$ cat config.mk
export PLATFORM = sky130hd
export DESIGN_NAME = irq_collector
export DESIGN_NICKNAME = d
export VERILOG_FILES = /design/src/rtl/irq_collector_pkg.sv /design/src/rtl/irq_capture.sv /design/src/rtl/irq_lowest.sv /design/src/rtl/irq_collector.sv
export SDC_FILE = /design/constraint.sdc
export NUM_CORES = 1
export LEC_CHECK = 0
export ABC_AREA = 1
export BUFFER_PORTS_ARGS = -buffer_cell sky130_fd_sc_hd__buf_2
export CORE_MARGIN = 2
export CORE_UTILIZATION = 57
export DETAILED_ROUTE_END_ITERATION = 10
export GPL_ROUTABILITY_DRIVEN = 0
export GPL_TIMING_DRIVEN = 0
export PLACE_DENSITY = 0.92
export SYNTH_ARGS = -nofsm -noshare
export SYNTH_HDL_FRONTEND = slang
export SYNTH_SLANG_ARGS = --single-unit
export TNS_END_PERCENT = 30
$ cat constraint.sdc
create_clock -name clk -period 7.75 [get_ports clk]
set_clock_uncertainty 0.2 [all_clocks]
set_input_delay 2.325 -clock clk [delete_from_list [all_inputs] [get_ports clk]]
set_output_delay 2.325 -clock clk [all_outputs]
set_load 0.005 [all_outputs]
$ cat src/rtl/irq_collector_pkg.sv
package irq_collector_pkg;

   localparam int unsigned WORD_W = 32;

   // byte offsets of the register words
   localparam logic [4:0] OFS_STATUS = 5'h00;
   localparam logic [4:0] OFS_PEND   = 5'h04;
   localparam logic [4:0] OFS_ENABLE = 5'h08;
   localparam logic [4:0] OFS_ACK    = 5'h0C;
   localparam logic [4:0] OFS_ENSET  = 5'h10;
   localparam logic [4:0] OFS_ENCLR  = 5'h14;
   localparam logic [4:0] OFS_VECTOR = 5'h18;
   localparam logic [4:0] OFS_MASTER = 5'h1C;

   // master word bit positions
   localparam int unsigned MST_OUT_BIT  = 0;
   localparam int unsigned MST_LINE_BIT = 1;

endpackage

$ cat src/rtl/irq_capture.sv
module irq_capture #(
   parameter int unsigned N         = 32,
   parameter logic [31:0] EDGE_MASK = 32'h0
) (
   input  logic         clk,
   input  logic         rst_n,
   input  logic [N-1:0] src_i,
   output logic [N-1:0] set_o
);

   for (genvar g = 0; g < N; g++) begin : g_line
      if (EDGE_MASK[g]) begin : g_edge
         logic prev_q;
         always_ff @(posedge clk or negedge rst_n) begin
            if (!rst_n) prev_q <= 1'b0;
            else        prev_q <= src_i[g];
         end
         assign set_o[g] = src_i[g] & ~prev_q;
      end else begin : g_level
         assign set_o[g] = src_i[g];
      end
   end

endmodule

$ cat src/rtl/irq_lowest.sv
module irq_lowest #(
   parameter int unsigned N     = 32,
   parameter int unsigned IDX_W = 5
) (
   input  logic [N-1:0]     req_i,
   output logic             any_o,
   output logic [IDX_W-1:0] idx_o
);

   always_comb begin
      any_o = |req_i;
      idx_o = '0;
      for (int i = N - 1; i >= 0; i--) begin
         if (req_i[i]) idx_o = IDX_W'(i);
      end
   end

endmodule

$ cat src/rtl/irq_collector.sv
module irq_collector
   import irq_collector_pkg::*;
#(
   parameter int unsigned NUM_SRC   = 32,
   parameter logic [31:0] EDGE_MASK = 32'h0000_00FF,
   parameter int unsigned ADDR_W    = 5
) (
   input  logic               clk,
   input  logic               rst_n,
   input  logic [NUM_SRC-1:0] src_i,
   input  logic               reg_wr,
   input  logic [ADDR_W-1:0]  reg_addr,
   input  logic [31:0]        reg_wdata,
   output logic [31:0]        reg_rdata,
   output logic               irq_o
);

   localparam int unsigned IDX_W = (NUM_SRC > 1) ? $clog2(NUM_SRC) : 1;

   if (NUM_SRC < 1 || NUM_SRC > WORD_W) begin : g_bad_count
      $error("irq_collector: NUM_SRC must lie in 1..32");
   end
   if (ADDR_W < 5) begin : g_bad_addr
      $error("irq_collector: ADDR_W must be at least 5");
   end

   logic [NUM_SRC-1:0] stat_q, en_q, set_w, pend_w;
   logic [1:0]         mer_q;
   logic               any_w;
   logic [IDX_W-1:0]   idx_w;
   logic [31:0]        vec_w;
   logic [NUM_SRC-1:0] wmask;

   assign wmask = reg_wdata[NUM_SRC-1:0];

   function automatic logic hit(input logic [ADDR_W-1:0] a, input logic [4:0] ofs);
      return a == ADDR_W'(ofs);
   endfunction

   logic wr_ack, wr_en, wr_set, wr_clr, wr_mst;
   assign wr_ack = reg_wr & hit(reg_addr, OFS_ACK);
   assign wr_en  = reg_wr & hit(reg_addr, OFS_ENABLE);
   assign wr_set = reg_wr & hit(reg_addr, OFS_ENSET);
   assign wr_clr = reg_wr & hit(reg_addr, OFS_ENCLR);
   assign wr_mst = reg_wr & hit(reg_addr, OFS_MASTER);

   irq_capture #(.N(NUM_SRC), .EDGE_MASK(EDGE_MASK)) u_capture (
      .clk   (clk),
      .rst_n (rst_n),
      .src_i (src_i),
      .set_o (set_w)
   );

   // status: acknowledge wins over a capture at the same edge
   always_ff @(posedge clk or negedge rst_n) begin
      if (!rst_n) stat_q <= '0;
      else        stat_q <= (stat_q | set_w) & ~(wr_ack ? wmask : '0);
   end

   always_ff @(posedge clk or negedge rst_n) begin
      if (!rst_n)      en_q <= '0;
      else if (wr_en)  en_q <= wmask;
      else if (wr_set) en_q <= en_q | wmask;
      else if (wr_clr) en_q <= en_q & ~wmask;
   end

   always_ff @(posedge clk or negedge rst_n) begin
      if (!rst_n)      mer_q <= '0;
      else if (wr_mst) mer_q <= reg_wdata[1:0];
   end

   assign pend_w = stat_q & en_q;

   irq_lowest #(.N(NUM_SRC), .IDX_W(IDX_W)) u_lowest (
      .req_i (pend_w),
      .any_o (any_w),
      .idx_o (idx_w)
   );

   assign vec_w = any_w ? 32'(idx_w) : '1;
   assign irq_o = any_w & mer_q[MST_OUT_BIT] & mer_q[MST_LINE_BIT];

   always_comb begin
      reg_rdata = '0;
      if      (hit(reg_addr, OFS_STATUS)) reg_rdata = 32'(stat_q);
      else if (hit(reg_addr, OFS_PEND))   reg_rdata = 32'(pend_w);
      else if (hit(reg_addr, OFS_ENABLE)) reg_rdata = 32'(en_q);
      else if (hit(reg_addr, OFS_VECTOR)) reg_rdata = vec_w;
      else if (hit(reg_addr, OFS_MASTER)) reg_rdata = 32'(mer_q);
   end

endmodule

==> impl_metrics.ini, run 1 <==
[outcome]
outcome = finished with violations
violations = design-rule violations

[power]
p_seq_frac = 0.500
p_comb_frac = 0.236
p_sw_mw = 0.3220
cellLeakagePower_nw = 2.298
switching_share = 0.3278
ir_drop_v = 0.0001207
pwr-share-clk = 0.264
power_density_nw_per_um2 = 207.3
intPower_mw = 0.6604

[logic_synthesis]
ys_types = 29
synth_flop_cell = dfrtp_1
synth.most_common_cell = nand2_1
yosysWarnings = 0
synth_area_leaders = dfrtp_1 47%, nand2_1 14%, a22o_1 6.6%, a21oi_1 5.3%, nor2_1 4.9%
post-synth-top-area-cell = dfrtp_1
yosys.area.top_type_share = 0.4672
synth_cells = 514
ys_ff_latch = 74
synthesis.area_sq_um = 3964
syn_area_per_cell_sq_um = 7.712
synthArstFlopShare = 1.000
synth_edf_count = 0
synth_commonest_cells = 149 x nand2_1, 74 x dfrtp_1, 52 x nor2_1
syn_nets = 586
ys_seq_area_frac = 0.4672

[sta]
slew_headroom = 0.3806
rsz0062_at_grt = no
post-route-period-util = 0.8546
tightestPinTransition_ns = 0.9291
hold_slack_ns = 0.3240
hold_viol_final = 0
drv_slew = 0
fmax_mhz = 151.0
fin_ws_ns = 1.127
setup_tns_ns = 0
setup_violations = 0
fin_crit_ns = 6.623

[critical_path]
ff2ff_path_depth = 1
crit_buf_inv = 3
crit_type = in2out
critPathMaxStageDelay_ns = 0.47
worst_path_max_delay_cell = clkbuf_1
cp_cell_sequence = buf_2 -> nor2_2 -> nand3_1 -> nor2_1 -> clkbuf_1 -> a22oi_1 -> o211ai_1 -> buf_2
worstPathMaxFanout = 10
cp_top_family = simple AND/OR/NAND/NOR gates
cp.depth = 8
worst_path_most_repeated_cell = buf_2
cp-start-kind = primary input
crit_path_end_kind = output port
critical_path_required_ns = 5.22
arrival_ns = 4.10

[clocking]
cts-root-buf = clkbuf_8
htreeDepth = 3
ctsHoldBuffers = 0
cts_tree = done
cts_setup_buffers = 0
cts-resized-gates = 0
clockBufferDepth = 2
cts.clk_slew.worst_paths_ns = 0.08
cts_buffers = 9
cts.sinks = 74
insertion_delay_ns = 0.35

[layout]
seq_area_sq_um = 1852
layout-drive-gt1-share = 0.1994
nets = 701
fillers = 547
syn2layout_area_growth_pct = 19.57
antenna_cells = 0
multi_input_area_sq_um = 1929

[detailed_routing]
routedWlPerCell_microns = 15.53
drt_iter0_markers = 423
dr.pass1.iters = 9
vias = 4245
drc = 1
wirelength_microns = 11060
post_drt_via_cell_ratio = 5.962
ant_nets = 0

[floorplanning]
die_w_microns = 87.39
num_rows = 30
die_h_microns = 87.39
start_util = 0.5867
core-area_sq_um = 6756
dieArea_sq_um = 7637
io_pins = 105

[global_routing]
met2_usage = 0.4807
grt_max_degree = 75
grt-busiest-layer = met2
grt_pass1_vias = 4003
grt_antenna_before_repair = 0
overflow = 0
grt_pass1_wl_microns = 18060
grt_usage = 0.3018
use_met1 = 0.4005
gr-usage-met3 = 0.05498

[min_path]
hold_depth = 2
min_path_type = reg2reg

[placed_design]
place.detailed.hpwl_microns = 7858
numPortBuffers = 104
pre_cts_ws_ns = 1.237

[job]
max_cap_viol_count = 0
## area by class of cell
cell class,count,area share
multi-input cells,393,0.4071
repair buffers,104,0.1103
flip-flops and latches,74,0.3907
well taps,80,0.02112
clock buffers,14,0.03221
inverters,24,0.01901
plain buffers,23,0.01954
## metal layers
| metal | vias up | part of all wire |
|---|---|---|
| met4 | 0 | 0.028 |
| met2 | 215 | 0.48 |
| met5 | - | 0 |
| met1 | 1993 | 0.42 |
| met3 | 38 | 0.076 |
| li1 | 1999 | - |
## cells by family after synthesis
| family | count (synthesis) | share of synthesized area |
|---|---|---|
| DFF | 74 | 0.4672 |
| AOI/OAI and AO/OA | 122 | 0.1919 |
| buffers and inverters | 47 | 0.04609 |
| and+or+nand+nor | 271 | 0.2948 |
## through the flow
step	utilization	instances	power, mW	area [sq um]
detailed placement	0.6789	698	0.7239	4587
CTS	0.7015	712	0.9796	4740
global route	0.7015	712	1.039	4740
finish	0.7015	712	0.9824	4740
floorplan	-	514	0.6435	3964
global placement	0.6785	698	0.7140	4584
## final timing paths
check                       startpoint                                           to  slack, ns
max                        reg_addr[1]                                 reg_rdata[3]       1.13
min                           register                                     register       0.32
max reg2reg                   register                                     register       6.78
min reg2reg                   register                                     register       0.32
max in group asynchronous        rst_n                         stat_q[20]$_DFF_PN0_       4.84
min in group asynchronous        rst_n  u_capture.g_line[4].g_edge.prev_q$_DFF_PN0_       1.92
## power groups by stage
stage	Sequential [mW]	Clock (mW)	Combinational, mW
after floorplan	0.483	0	0.160
after global placement	0.491	0	0.223
after detailed placement	0.496	0	0.228
after CTS	0.490	0.259	0.231
after global routing	0.498	0.278	0.264
final	0.492	0.259	0.232
## placed cells by master, fill, tap and decap left out
master	synthesis	routed
a211oi_1	1	1
a21boi_0	1	1
a21oi_1	42	42
a221oi_1	1	1
a22o_1	30	30
a22oi_1	2	2
a31oi_1	1	1
a32o_1	1	1
and3_1	1	1
buf_2	1	104
buf_4	0	1
clkbuf_1	21	25
clkbuf_8	0	10
dfrtp_1	74	74
dlygate4sd1_1	1	1
inv_1	21	21
inv_2	3	3
nand2_1	149	149
nand2_2	3	3
nand2_4	2	2
nand3_1	30	30
nand3_2	1	1
nand4_1	28	28
nor2_1	52	52
nor2_2	1	1
nor3_1	2	2
nor4b_1	1	1
o211ai_1	5	5
o21ai_0	36	36
o31ai_1	2	2
or2_2	1	1
(Power assumes the default switching activity.)
==> run 2: changes to the inputs <==
--- a/config.mk
+++ b/config.mk
@@ -14,2 +14,3 @@
 export GPL_TIMING_DRIVEN = 0
+export MAX_ROUTING_LAYER = met4
 export PLACE_DENSITY = 0.92
--- a/constraint.sdc
+++ b/constraint.sdc
@@ -4,2 +4,2 @@
 set_output_delay 2.325 -clock clk [all_outputs]
-set_load 0.005 [all_outputs]
+set_load 0.01 [all_outputs]
==> run 2 against run 1 <==
Against the previous run:
- die area did not move
- cell area did not move
- hold slack got worse by 0.0018 ns
- the run now ends clean
- core utilization did not move
- maximum frequency barely moved
- sequential power barely moved
- largest power group unchanged
- combinational power barely moved
==> impl_metrics.ini, run 2 (same netlist as run 1, synthesis figures left out) <==
[sta]
hold_slack_ns = 0.3222
rsz0062_at_grt = no
hold_viol_final = 0
tightestPinTransition_ns = 0.9410
drv_slew = 0
setup_violations = 0
slew_headroom = 0.3727
fmax_mhz = 151.0
fin_ws_ns = 1.129
setup_tns_ns = 0
post-route-period-util = 0.8543
fin_crit_ns = 6.621

[layout]
final_common_cell = nand2_1
antenna_cells = 0
layout-drive-gt1-share = 0.1994
syn2layout_area_growth_pct = 19.57
nets = 701
most-common-layout-cells = 149 x nand2_1, 104 x buf_2, 74 x dfrtp_1, 52 x nor2_1, 42 x a21oi_1

[critical_path]
cp-start-kind = primary input
critPathLaunch = reg_addr[1]
worstPathMaxFanout = 10
crit_type = in2out
critical_path_required_ns = 5.22
crit_path_end_kind = output port
arrival_ns = 4.10

[power]
intPower_mw = 0.6605
pwr-share-clk = 0.264
p_sw_mw = 0.3256
power_mw = 0.9861
switching_share = 0.3302
p_comb_frac = 0.238
cellLeakagePower_nw = 2.298
power_density_nw_per_um2 = 208.1
p_seq_frac = 0.498
ir_drop_v = 0.0001216

[clocking]
cts_setup_buffers = 0
insertion_delay_ns = 0.35
clockBufferDepth = 2
htreeDepth = 3
cts.sinks = 74
cts-root-buf = clkbuf_8
cts.clk_slew.worst_paths_ns = 0.08
cts-resized-gates = 0
cts_buffers = 9
ctsHoldBuffers = 0
cts_tree = done

[detailed_routing]
wirelength_microns = 10990
vias = 4264
drc = 0
dr.pass1.iters = 7
routedWlPerCell_microns = 15.43
post_drt_via_cell_ratio = 5.989
drt_iter0_markers = 378
ant_nets = 0

[global_routing]
grt_pass1_wl_microns = 18030
grt_pass1_vias = 4011
use_met1 = 0.4011
gr-usage-met3 = 0.05213
grt_max_degree = 75
overflow = 0
grt_usage = 0.3107
grt-busiest-layer = met2
grt_antenna_before_repair = 0
met2_usage = 0.4821

[placed_design]
place.detailed.hpwl_microns = 7858
numPortBuffers = 104
pre_cts_ws_ns = 1.219

[floorplanning]
die_h_microns = 87.39
core-area_sq_um = 6756
io_pins = 105
num_rows = 30
dieArea_sq_um = 7637
start_util = 0.5867
die_w_microns = 87.39

[outcome]
outcome = completed

[job]
max_cap_viol_count = 0

[min_path]
min_path_type = reg2reg
## run 2: area by class of cell
| class | count | area, sq um |
|---|---|---|
| Inverter | 24 | 90.09 |
| Buffer | 23 | 92.59 |
| Fill cell | 547 | 2017 |
| Timing Repair Buffer | 104 | 523.0 |
| Clock buffer | 14 | 152.6 |
| Multi-Input combinational cell | 393 | 1929 |
| Tap cell | 80 | 100.1 |
| Sequential cell | 74 | 1852 |
## run 2: critical path, stage by stage
cell and delay (ns):
buf_2 0.10, nor2_2 0.21, nand3_1 0.13, nor2_1 0.38
clkbuf_1 0.48, a22oi_1 0.19, o211ai_1 0.11, buf_2 0.16
## run 2: path summary, 6_finish.rpt
check	end	depth (start not counted)	slack, ns
max	reg_rdata[3]	8	1.13
min	register	2	0.32
max reg2reg	register	1	6.79
min reg2reg	register	2	0.32
max in group asynchronous	stat_q[5]$_DFF_PN0_	1	4.81
min in group asynchronous	u_capture.g_line[7].g_edge.prev_q$_DFF_PN0_	1	1.89
## run 2: metal layers
metal,share of wire,vias to the layer above
met5,0,-
met4,0.028,0
met3,0.082,36
met2,0.48,230
met1,0.41,1998
li1,-,2000
## run 2: through the flow
step	instances	cell area (sq um)	util
final	712	4740	0.7015
after global placement	698	4584	0.6785
after detailed placement	698	4587	0.6789
after CTS	712	4740	0.7015
after floorplan	514	3964	-
after global routing	712	4740	0.7015
## run 2: power groups by stage
stage               sequential, mW  combinational [mW]  clock [mW]
finish                       0.491               0.235       0.260
global route                 0.498               0.266       0.277
CTS                          0.490               0.234       0.259
detailed placement           0.496               0.231           0
global placement             0.491               0.226           0
floorplan                    0.483               0.163           0
==> run 3: changes to the inputs <==
- BUFFER_PORTS_ARGS: -buffer_cell sky130_fd_sc_hd__buf_2 -> -buffer_cell sky130_fd_sc_hd__buf_4
- CORE_MARGIN: 2 -> unset
==> run 3 against run 2 <==
Against the previous run:
- cell area grew 7.0%
- power grew 11%
- core utilization grew 4.9 points
- largest cell class unchanged
- setup slack lost 0.076 ns
- first-iteration DRC count grew 6.6%
- hold slack gained 0.0051 ns
==> impl_metrics.ini, run 3 (same netlist as run 1, synthesis figures left out) <==
[detailed_routing]
routedWlPerCell_microns = 16.38
wirelength_microns = 11680
wl_met3_microns = 1129
vias = 4377
dr_wl_met2_microns = 5610
highest_layer = met4
drc = 0
wl_met1_microns = 4490
ant_nets = 0
dr.pass1.iters = 8
drt_iter0_markers = 403
post_drt_via_cell_ratio = 6.139

[layout]
final_common_cell = nand2_1
most-common-layout-cells = 149 x nand2_1, 104 x buf_4, 74 x dfrtp_1, 52 x nor2_1, 42 x a21oi_1
layout-drive-gt1-share = 0.2070
fin_util = 0.7504
antenna_cells = 0
syn2layout_area_growth_pct = 27.90
nets = 701

[critical_path]
ff2ff_path_depth = 2
worstPathMaxFanout = 10
r2r_slack_ns = 6.78
crit_type = in2out
reg2reg_from = stat_q[28]$_DFF_PN0_
arrival_ns = 4.17
critical_path_required_ns = 5.22
r2r-end = stat_q[28]$_DFF_PN0_
cp-start-kind = primary input
crit_path_end_kind = output port

[sta]
setup_tns_ns = 0
slew_headroom = 0.3712
tightestPinTransition_ns = 0.9432
fin_crit_ns = 6.696
fin_ws_ns = 1.054
drv_slew = 0
hold_viol_final = 0
rsz0062_at_grt = no
post-route-period-util = 0.8641
fmax_mhz = 149.3
setup_violations = 0

[clocking]
cts-resized-gates = 0
htreeDepth = 3
clockBufferDepth = 2
cts.sinks = 74
ctsHoldBuffers = 0
cts_setup_buffers = 0
cts.clk_slew.worst_paths_ns = 0.08
insertion_delay_ns = 0.36
cts_buffers = 9
cts-root-buf = clkbuf_8
cts_tree = done

[power]
intPower_mw = 0.7495
p_seq_frac = 0.450
p_sw_mw = 0.3414
cellLeakagePower_nw = 2.397
ir_drop_v = 0.0001148
switching_share = 0.3130
power_density_nw_per_um2 = 215.2
p_comb_frac = 0.234
pwr-share-clk = 0.316

[floorplanning]
core-area_sq_um = 6756
num_rows = 30
die_h_microns = 85.39
die_w_microns = 85.39
io_pins = 105
start_util = 0.5867
dieArea_sq_um = 7291

[global_routing]
grt_usage = 0.3521
overflow = 0
grt_pass1_vias = 4374
grt_antenna_before_repair = 0
grt_max_degree = 75
grt_pass1_wl_microns = 19500

[outcome]
outcome = completed

[min_path]
min_path_type = reg2reg
hold_depth = 2

[placed_design]
numPortBuffers = 104
place.detailed.hpwl_microns = 8169
pre_cts_ws_ns = 1.226

[job]
max_cap_viol_count = 0
[run 3: changes by cell type in the layout (fill, tap and decap cells not counted), sizes merged]
cell / before / now
bufinv: 0 / 2
clkbuf: 35 / 32
clkinv: 0 / 1
inv: 24 / 25
[run 3: area by class of cell]
cell class	instances	area [sq um]
Clock inverter	4	73.82
Fill cell	494	1687
Buffer	23	92.59
Sequential cell	74	1852
Inverter	24	90.09
Clock buffer	11	151.4
Tap cell	80	100.1
Timing Repair Buffer	104	780.7
Multi-Input combinational cell	393	1929
[run 3: through the flow]
| step | hold slack [ns] | total power [mW] | std cells | area, sq um |
|---|---|---|---|---|
| CTS | 0.3256 | 1.087 | 713 | 5070 |
| global placement | 0.2897 | 0.7314 | 698 | 4845 |
| floorplan | 0.2673 | 0.6465 | 514 | 3964 |
| global route | 0.3561 | 1.148 | 713 | 5070 |
| detailed placement | 0.3096 | 0.7427 | 698 | 4845 |
| finish | 0.3273 | 1.091 | 713 | 5070 |
[run 3: worst max-delay path by stage]
stage / start / to / slack [ns] / cells past startpoint
after floorplan: reg_addr[1] / reg_rdata[1] / 1.82 / 6
after global placement: reg_addr[1] / reg_rdata[1] / 1.27 / 8
after detailed placement: reg_addr[1] / reg_rdata[1] / 1.23 / 8
after CTS: reg_addr[1] / reg_rdata[1] / 1.16 / 8
after global routing: reg_addr[1] / reg_rdata[4] / 0.96 / 8
final: reg_addr[1] / reg_rdata[1] / 1.05 / 8
[run 3: critical path: stages]
cell and delay, ns:
buf_4 0.11, nor2_2 0.23, nand3_1 0.14, nor2_1 0.42
clkbuf_1 0.47, a221oi_1 0.20, o211ai_1 0.12, buf_4 0.15
[run 3: per-layer routing]
layer,global-route usage,vias to the layer above
li1,-,1997
met1,0.4290,2052
met2,0.5587,271
met3,0.07782,57
met4,0.1712,0
met5,-,-
[run 3: power by group through the flow]
stage / clock, mW / sequential [mW] / combinational, mW
floorplan: 0 / 0.483 / 0.163
global placement: 0 / 0.491 / 0.240
detailed placement: 0 / 0.495 / 0.248
CTS: 0.345 / 0.488 / 0.254
global route: 0.365 / 0.498 / 0.286
finish: 0.345 / 0.490 / 0.256
